$ cat src/rtl/tdg_pkg.sv
package tdg_pkg;

  typedef struct packed {
    logic therm;
    logic uv;
  } fault_t;

  function automatic logic fault_any(fault_t f);
    return f.therm | f.uv;
  endfunction

endpackage

$ cat src/rtl/tdg_sync.sv
module tdg_sync #(
  parameter int unsigned STAGES  = 2,
  parameter logic        RST_VAL = 1'b1
) (
  input  logic clk_i,
  input  logic rst_ni,
  input  logic d_i,
  output logic q_o
);

  logic [STAGES-1:0] sr_q;

  generate
    if (STAGES == 1) begin : g_one
      always_ff @(posedge clk_i or negedge rst_ni) begin
        if (!rst_ni) sr_q <= RST_VAL;
        else         sr_q <= d_i;
      end
    end else begin : g_many
      always_ff @(posedge clk_i or negedge rst_ni) begin
        if (!rst_ni) sr_q <= {STAGES{RST_VAL}};
        else         sr_q <= {sr_q[STAGES-2:0], d_i};
      end
    end
  endgenerate

  assign q_o = sr_q[STAGES-1];

endmodule

$ cat src/rtl/tdg_rise_det.sv
module tdg_rise_det (
  input  logic clk_i,
  input  logic rst_ni,
  input  logic lvl_i,
  output logic rise_o
);

  logic prev_q;

  always_ff @(posedge clk_i or negedge rst_ni) begin
    if (!rst_ni) prev_q <= 1'b1;
    else         prev_q <= lvl_i;
  end

  assign rise_o = ~prev_q & lvl_i;

endmodule

$ cat src/rtl/tdg_dom_timer.sv
module tdg_dom_timer #(
  parameter int unsigned TIMEOUT_CYC = 5000
) (
  input  logic clk_i,
  input  logic rst_ni,
  input  logic lvl_i,
  input  logic rise_i,
  output logic tmo_set_o,
  output logic tmo_o
);

  localparam int unsigned CNT_W = $clog2(TIMEOUT_CYC + 1);
  localparam logic [CNT_W-1:0] CNT_LAST = CNT_W'(TIMEOUT_CYC - 1);
  localparam logic [CNT_W-1:0] CNT_FULL = CNT_W'(TIMEOUT_CYC);

  logic [CNT_W-1:0] cnt_q;
  logic             tmo_q;

  // expiry fires on the edge that completes the TIMEOUT_CYC-th low cycle
  assign tmo_set_o = ~lvl_i & (cnt_q == CNT_LAST);

  always_ff @(posedge clk_i or negedge rst_ni) begin
    if (!rst_ni) begin
      cnt_q <= '0;
      tmo_q <= 1'b0;
    end else begin
      if (lvl_i)                cnt_q <= '0;
      else if (cnt_q != CNT_FULL) cnt_q <= cnt_q + CNT_W'(1);
      if (tmo_set_o)            tmo_q <= 1'b1;
      else if (rise_i)          tmo_q <= 1'b0;
    end
  end

  assign tmo_o = tmo_q;

  p_cnt_bound_r3: assert property (@(posedge clk_i) disable iff (!rst_ni)
    cnt_q <= CNT_FULL);

  p_tmo_hold_r4: assert property (@(posedge clk_i) disable iff (!rst_ni)
    (tmo_q && !rise_i) |=> tmo_q);

endmodule

$ cat src/rtl/tdg_arm_ctrl.sv
module tdg_arm_ctrl (
  input  logic clk_i,
  input  logic rst_ni,
  input  logic tmo_set_i,
  input  logic fault_i,
  input  logic rise_i,
  output logic blocked_o
);

  logic blocked_q;

  // disarm wins over re-arm when both land on one edge
  always_ff @(posedge clk_i or negedge rst_ni) begin
    if (!rst_ni)                 blocked_q <= 1'b0;
    else if (tmo_set_i | fault_i) blocked_q <= 1'b1;
    else if (rise_i)             blocked_q <= 1'b0;
  end

  assign blocked_o = blocked_q;

  p_fault_blocks_r5: assert property (@(posedge clk_i) disable iff (!rst_ni)
    fault_i |=> blocked_q);

  p_rearm_edge_r7: assert property (@(posedge clk_i) disable iff (!rst_ni)
    $fell(blocked_q) |-> ($past(rise_i) && !$past(fault_i)));

endmodule

$ cat src/rtl/tx_dom_guard.sv
module tx_dom_guard
  import tdg_pkg::*;
#(
  parameter int unsigned TIMEOUT_CYC = 5000,
  parameter int unsigned SYNC_STAGES = 2
) (
  input  logic clk_i,
  input  logic rst_ni,
  input  logic tx_data_i,
  input  logic therm_fault_i,
  input  logic uv_fault_i,
  input  logic normal_mode_i,
  output logic drv_dom_o,
  output logic timeout_o
);

  logic   tx_lvl;
  logic   tx_rise;
  logic   tmo_set;
  logic   blocked;
  logic   flt_any;
  fault_t flt;

  assign flt     = '{therm: therm_fault_i, uv: uv_fault_i};
  assign flt_any = fault_any(flt);

  tdg_sync #(
    .STAGES  (SYNC_STAGES),
    .RST_VAL (1'b1)
  ) i_sync (
    .clk_i  (clk_i),
    .rst_ni (rst_ni),
    .d_i    (tx_data_i),
    .q_o    (tx_lvl)
  );

  tdg_rise_det i_rise (
    .clk_i  (clk_i),
    .rst_ni (rst_ni),
    .lvl_i  (tx_lvl),
    .rise_o (tx_rise)
  );

  tdg_dom_timer #(
    .TIMEOUT_CYC (TIMEOUT_CYC)
  ) i_timer (
    .clk_i     (clk_i),
    .rst_ni    (rst_ni),
    .lvl_i     (tx_lvl),
    .rise_i    (tx_rise),
    .tmo_set_o (tmo_set),
    .tmo_o     (timeout_o)
  );

  tdg_arm_ctrl i_arm (
    .clk_i     (clk_i),
    .rst_ni    (rst_ni),
    .tmo_set_i (tmo_set),
    .fault_i   (flt_any),
    .rise_i    (tx_rise),
    .blocked_o (blocked)
  );

  // live fault terms cut the driver before the latch catches up
  assign drv_dom_o = normal_mode_i & ~flt_any & ~blocked & ~tx_lvl;

  p_tmo_gates_r3: assert property (@(posedge clk_i) disable iff (!rst_ni)
    timeout_o |-> !drv_dom_o);

  p_mode_idle_r8: assert property (@(posedge clk_i) disable iff (!rst_ni)
    !normal_mode_i |-> !drv_dom_o);

endmodule

$ cat config.mk
export PLATFORM = sky130hd
export DESIGN_NAME = tx_dom_guard
export DESIGN_NICKNAME = d
export VERILOG_FILES = /design/src/rtl/tdg_pkg.sv /design/src/rtl/tdg_sync.sv /design/src/rtl/tdg_rise_det.sv /design/src/rtl/tdg_dom_timer.sv /design/src/rtl/tdg_arm_ctrl.sv /design/src/rtl/tx_dom_guard.sv
export SDC_FILE = /design/constraint.sdc
export NUM_CORES = 1
export LEC_CHECK = 0
export BUFFER_PORTS_ARGS = -buffer_cell sky130_fd_sc_hd__buf_4
export CORE_MARGIN = 2
export CORE_UTILIZATION = 55
export CTS_BUF_LIST = sky130_fd_sc_hd__clkbuf_8 sky130_fd_sc_hd__clkbuf_16
export CTS_CLUSTER_DIAMETER = 30
export DETAILED_ROUTE_END_ITERATION = 10
export PLACE_DENSITY = 0.74
export SLEW_MARGIN = 20
export SYNTH_ARGS = -nofsm -noshare
export SYNTH_HDL_FRONTEND = slang
export SYNTH_HIERARCHICAL = 1
export SYNTH_SLANG_ARGS = --single-unit
$ cat constraint.sdc
create_clock -name clk_i -period 2.19 [get_ports clk_i]
set_input_delay 0.438 -clock clk_i [delete_from_list [all_inputs] [get_ports clk_i]]
set_output_delay 0.438 -clock clk_i [all_outputs]
set_load 0.005 [all_outputs]
## Word-level counts from Yosys, hierarchy flattened

Index checks and enable logic that the tools add are counted.
W data, S select, Z words.

| cells by class | value |
|---|---|
| add/subtract/negate cells | 1 |
| equality and inequality tests | 2 |
| mux-type cells | 5 |
| bitwise operators | 11 |
| reductions and logical operators | 3 |

Operator list:

| cell | count |
|---|---|
| $mux W13 | 2 |
| $add A13 B1 Y13 const B | 1 |
| $eq A13 B13 Y1 const B | 1 |
| $ne A13 B13 Y1 const B | 1 |
| $reduce_bool A2 Y1 | 3 |
| $and A1 B1 Y1 | 5 |
| $not A1 Y1 | 4 |
| $mux W1 | 3 |
| $or A1 B1 Y1 | 2 |

| word-level totals | value |
|---|---|
| register bits after elaboration | 18 |
| input port bits | 6 |
| output and inout port bits | 2 |
| word-level logic and storage cells | 27 |

## Depth between registers and ports, before layout

| logic depth | value |
|---|---|
| word-level depth | 5 |
| depth in mapped cells | 6 |
| mapped depth without buffers | 6 |

## Hierarchy

Netlist, hierarchy kept.

Modules (own cells, without submodules):

| module | times used | cells an instance | area each (sq um) | sequential area each (sq um) |
|---|---|---|---|---|
| tdg_dom_timer | 1 | 81 | 794.5 | 350.3 |
| tdg_sync | 1 | 2 | 52.6 | 52.6 |
| tdg_rise_det | 1 | 2 | 40.0 | 26.3 |
| tdg_arm_ctrl | 1 | 4 | 37.5 | 25.0 |
| tx_dom_guard | 1 | 2 | 23.8 | 0.0 |

## Least setup slack after synthesis

Ideal clock, no wire load.

| timing | value |
|---|---|
| path kind | reg-to-reg |
| start | register i_timer.cnt_q[0] |
| end | register i_arm.blocked_q, in the netlist i_arm/blocked_o |
| setup time | 76 ps |
| arrival | 1405 ps |
| data required time | 2114 ps |
| setup slack | 708 ps |
| cell stages (with the launch flop) | 7 |
| path buffers | 0 |
| period minus slack after synthesis | 1482 ps |
| cell sequence | dfrtp_1 -> ha_1 -> nand2_1 -> or4b_1 -> nor2_1 -> nor2_1 -> o21ai_1 |

| on the way | value |
|---|---|
| word-level cells in the longest chain between the ends | 4 |
| elaborated cells on any way between the ends | 5 |
| classes of those cells | 1 x eq/ne; 1 x mux; 2 x bitwise; 1 x reduce/logical |

Ends and longest elaborated chain:

| element | RTL line | source |
|---|---|---|
| start: declaration | tdg_dom_timer.sv:16 | `logic [CNT_W-1:0] cnt_q;` |
| start signal: assignment | tdg_dom_timer.sv:28 | `else if (cnt_q != CNT_FULL) cnt_q <= cnt_q + CNT_W'(1);` |
| $eq A13 B13 Y1 * | tdg_dom_timer.sv:20 | `assign tmo_set_o = ~lvl_i & (cnt_q == CNT_LAST);` |
| $and A1 B1 Y1 * | tdg_dom_timer.sv:20 |  |
| via tmo_set | tx_dom_guard.sv:19 | `logic tmo_set;` |
| $or A1 B1 Y1 * | tdg_arm_ctrl.sv:15 | `else if (tmo_set_i \| fault_i) blocked_q <= 1'b1;` |
| $mux W1 or $reduce_bool A2 Y1 (tied branches) | -- |  |
| end signal: assignment | tdg_arm_ctrl.sv:14 | `if (!rst_ni) blocked_q <= 1'b0;` |
| end signal: assignment | tdg_arm_ctrl.sv:15 |  |
| end signal: assignment | tdg_arm_ctrl.sv:16 | `else if (rise_i) blocked_q <= 1'b0;` |
| end: declaration | tdg_arm_ctrl.sv:10 | `logic blocked_q;` |

Mark *: on every way through the listed nets, which the timed path passes. The rest lies on a longest branch.
A chain may end at the register's enable or synchronous reset.

## Final worst setup path

| timing | value |
|---|---|
| start | register i_sync.sr_q[1] |
| end | output port drv_dom_o |

| on the way | value |
|---|---|
| word-level cells in the longest chain between the ends | 2 |

Ends and longest elaborated chain:

| element | RTL line | source |
|---|---|---|
| start: declaration | tdg_sync.sv:11 | `logic [STAGES-1:0] sr_q;` |
| start signal: assignment | tdg_sync.sv:21 | `if (!rst_ni) sr_q <= {STAGES{RST_VAL}};` |
| start signal: assignment | tdg_sync.sv:22 | `else sr_q <= {sr_q[STAGES-2:0], d_i};` |
| $not A1 Y1 | tx_dom_guard.sv:65 | `assign drv_dom_o = normal_mode_i & ~flt_any & ~blocked & ~tx_lvl;` |
| $and A1 B1 Y1 | tx_dom_guard.sv:65 |  |
| end: declaration | tx_dom_guard.sv:13 | `output logic drv_dom_o,` |

No other way between the ends.

==> summary.md <==
| Metric | Value |
|---|---|
| Gate Count Post-Synth | 91 |
| Clock Skews | 0.00293 ns |
| Power Density | 622 mW/mm^2 |
| Fin Setup TNS | 0 ns |
| Synth warn | 6 |
| Worst setup path category | reg -> out |
| GPL Wtd Cong | 0.743 |
| Clk sinks | 18 |
| Vias in the first global route | 646 |
| Congestion Overflow GR | 0 |
| Antenna viol nets, final | 0 |
| Critical path capture point type | output pin |
| Post-CTS Setup Inserts | 0 |
| Netlist Area Pre-Place | 948 sq um |
| MaxCap Viol Count | 0 |
| CTS H-Tree Depth | 1 |
| Reg2Reg Setup Slack | 0.54 ns |
| Aggregate global-route resource usage | 19.4% |
| CP bufs+invs | 1 |
| Slew Limit Fails | 0 |
| CP max FO | 23 |
| Fmax | 586 MHz |
| Syn nets | 99 |
| Async S/R FF share, synth | 100% |
| DR WL met3 | 49 microns |
| CP Cell Sequence | nor4b_2 -> buf_4 |
| Wirelength per Cell | 13.9 microns |
| Number of enable flip-flop cells after synthesis | 0 |
| TritonCTS clock tree | done |
| Drt drc | 0 |
| Post-route clock period utilization | 77.9% |
| Worst-path clk slew | 0.07 ns |
| Status | completed |
| Wl on met1 | 742 microns |
| Die Area | 0.00207 sq mm |
| Initial antenna violation count | 0 |
| Clk Latency, worst-skew pair | 0.25 ns |
| Share of layout cells above drive strength 1 | 25.0% |
| Worst path arrival time | 1.27 ns |
| Initial Util | 56.8% |
| RSZ-0062 raised after global routing | no |
| Layout area overhead | 11.2% |
| Nets | 109 |
| Register area share after synthesis | 47.9% |
| Worst stage delay on the critical path | 0.78 ns |
| 1st-iter DRT viols | 12 |
| FF/Latch Area | 454 sq um |
| Static Leak | 0.000445 uW |
| Die Span X | 45.5 microns |
| DR vias | 673 |
| Clock Path Buffers | 2 |
| CTS Hold Bufs | 0 |
| CP Launch Type | flop |
| Crit-path leading delay family | flip-flops |
| Routed met2 length | 812 microns |
| Hold Path Class | in -> async |
| Highest routing layer actually used | met4 |
| Drt pass-1 iters | 4 |
| Core box area | 0.00167 sq mm |
| Row Count | 15 |
| Final wirelength | 1630 microns |
| Shortest period the worst path allows | 1.71 ns |
| DR vias/cell | 5.75 |
| Mean Syn Cell Area | 10.4 sq um |
| Clock Tree Root | clkbuf_8 |
| Worst hold margin | 0.0412 ns |
| Ports | 8 |
| Max_slew headroom | 73.5% |
| Multi-input gate area | 445 sq um |
| Register bit count reported by yosys | 18 |
| CTS buffer count | 3 |
| Slowest cell on crit path | dfstp_2 |
| IO buf count | 7 |
| Max VDD drop | 0.499 mV |
| First-pass GRT wire length | 2780 microns |
| Antenna fix cells | 0 |
| Distinct cells, synth | 31 |
| Fillcell total | 132 |
| Ys flop type | dfrtp_1 |
| Finish-stage setup viols | 0 |
| Die Y | 45.5 microns |
| Largest net degree at the start of global routing | 24 |
| Tightest Pin Transition | 0.392 ns |
| Post-CTS sizing | 0 |
| Final HPWL from detailed placement | 1120 microns |
| Worst Path Required | 1.75 ns |
| Final hold violation count | 0 |
## placed cells by master, fill, tap and decap left out, drive strengths merged, types with 2 or more instances in the layout
cell,count
a21oi,5
buf,7
clkbuf,4
dfrtp,15
dfstp,3
ha,2
inv,7
mux2,4
nand2,5
nand2b,3
nand3,4
nor2,10
nor2b,4
nor4,3
nor4b,2
o21ai,4
o22ai,2
o31ai,2
or3,3
or4,2
xor2,2
## sequential cells by signal, indices dropped and copies added (netlist names)
name and cells:
i_arm/blocked_o 1, i_rise/prev_q 1, i_sync/sr_q 2, i_timer/cnt_q 13, i_timer/tmo_o 1
## power by group
| group | internal, uW | switching, uW |
|---|---|---|
| Clock | 160 | 107 |
| Sequential | 343 | 12.7 |
| Combinational | 17.6 | 16.0 |
| Total | 520 | 136 |
## Yosys cell counts (2+ instances only)
cell	count	share of area (%)
or3_1	2	1.3
a21oi_1	5	2.6
nand2b_1	3	2.0
o22ai_1	2	1.3
xor2_1	2	1.8
nor2b_1	3	2.0
inv_1	7	2.8
nand2_1	5	2.0
nand3_1	4	2.1
o31ai_1	2	1.6
o21ai_0	3	1.6
or4_1	2	1.6
dfrtp_1	15	40
nor2_1	10	4.0
buf_6	2	2.4
mux2_2	4	4.7
dfstp_2	3	8.3
nor4_1	3	2.0
ha_1	2	2.6
## layer usage
layer | GRT usage, % | vias up
li1 | - | 341
met1 | 23.6 | 316
met2 | 32.1 | 12
met3 | 3.57 | 4
met4 | 10.6 | 0
met5 | 0 | -
## final cells by class
cell class	count	share of cell area (%)
well taps	17	2.02
inverters	7	2.49
flip-flops and latches	18	43.1
multi-input cells	64	42.2
repair buffers	7	4.98
clock buffers	4	5.22
## cell families after synthesis
family                   share of synthesized area (%)
AO/OA/AOI/OAI                                     7.65
XOR/XNOR                                          1.85
adder cells (fa/ha/maj)                           2.64
buffers and inverters                             5.15
flip-flops                                        47.9
multiplexers                                      5.80
AND/OR/NAND/NOR                                   29.0
## worst paths after layout
path / from / to / depth (start not counted)
setup / recovery: i_sync/sr_q[1]$_DFF_PN1_ / drv_dom_o / 2
hold / removal: rst_ni / i_timer/cnt_q[8]$_DFFE_PN0P_ / 1
setup reg to reg: i_timer/cnt_q[0]$_DFFE_PN0P_ / i_arm/blocked_o$_DFFE_PN0P_ / 6
hold reg to reg: i_sync/sr_q[0]$_DFF_PN1_ / i_sync/sr_q[1]$_DFF_PN1_ / 0
max in group asynchronous: rst_ni / i_rise/prev_q$_DFF_PN1_ / 1
min in group clk_i: tx_data_i / i_sync/sr_q[0]$_DFF_PN1_ / 1
## through the flow
stage,cell area (sq um),power [uW],setup WS [ns],utilization (%),std cells
2_1_floorplan,948,381,0.708,-,91
3_3_place_gp,1000,394,0.574,59.9,113
3_5_place_dp,1000,396,0.550,59.9,113
4_1_cts,1050,668,0.471,63.1,117
5_1_grt,1050,690,0.420,63.1,117
6_report,1050,656,0.485,63.1,117
Note: power is estimated with default switching activity, not from simulation.
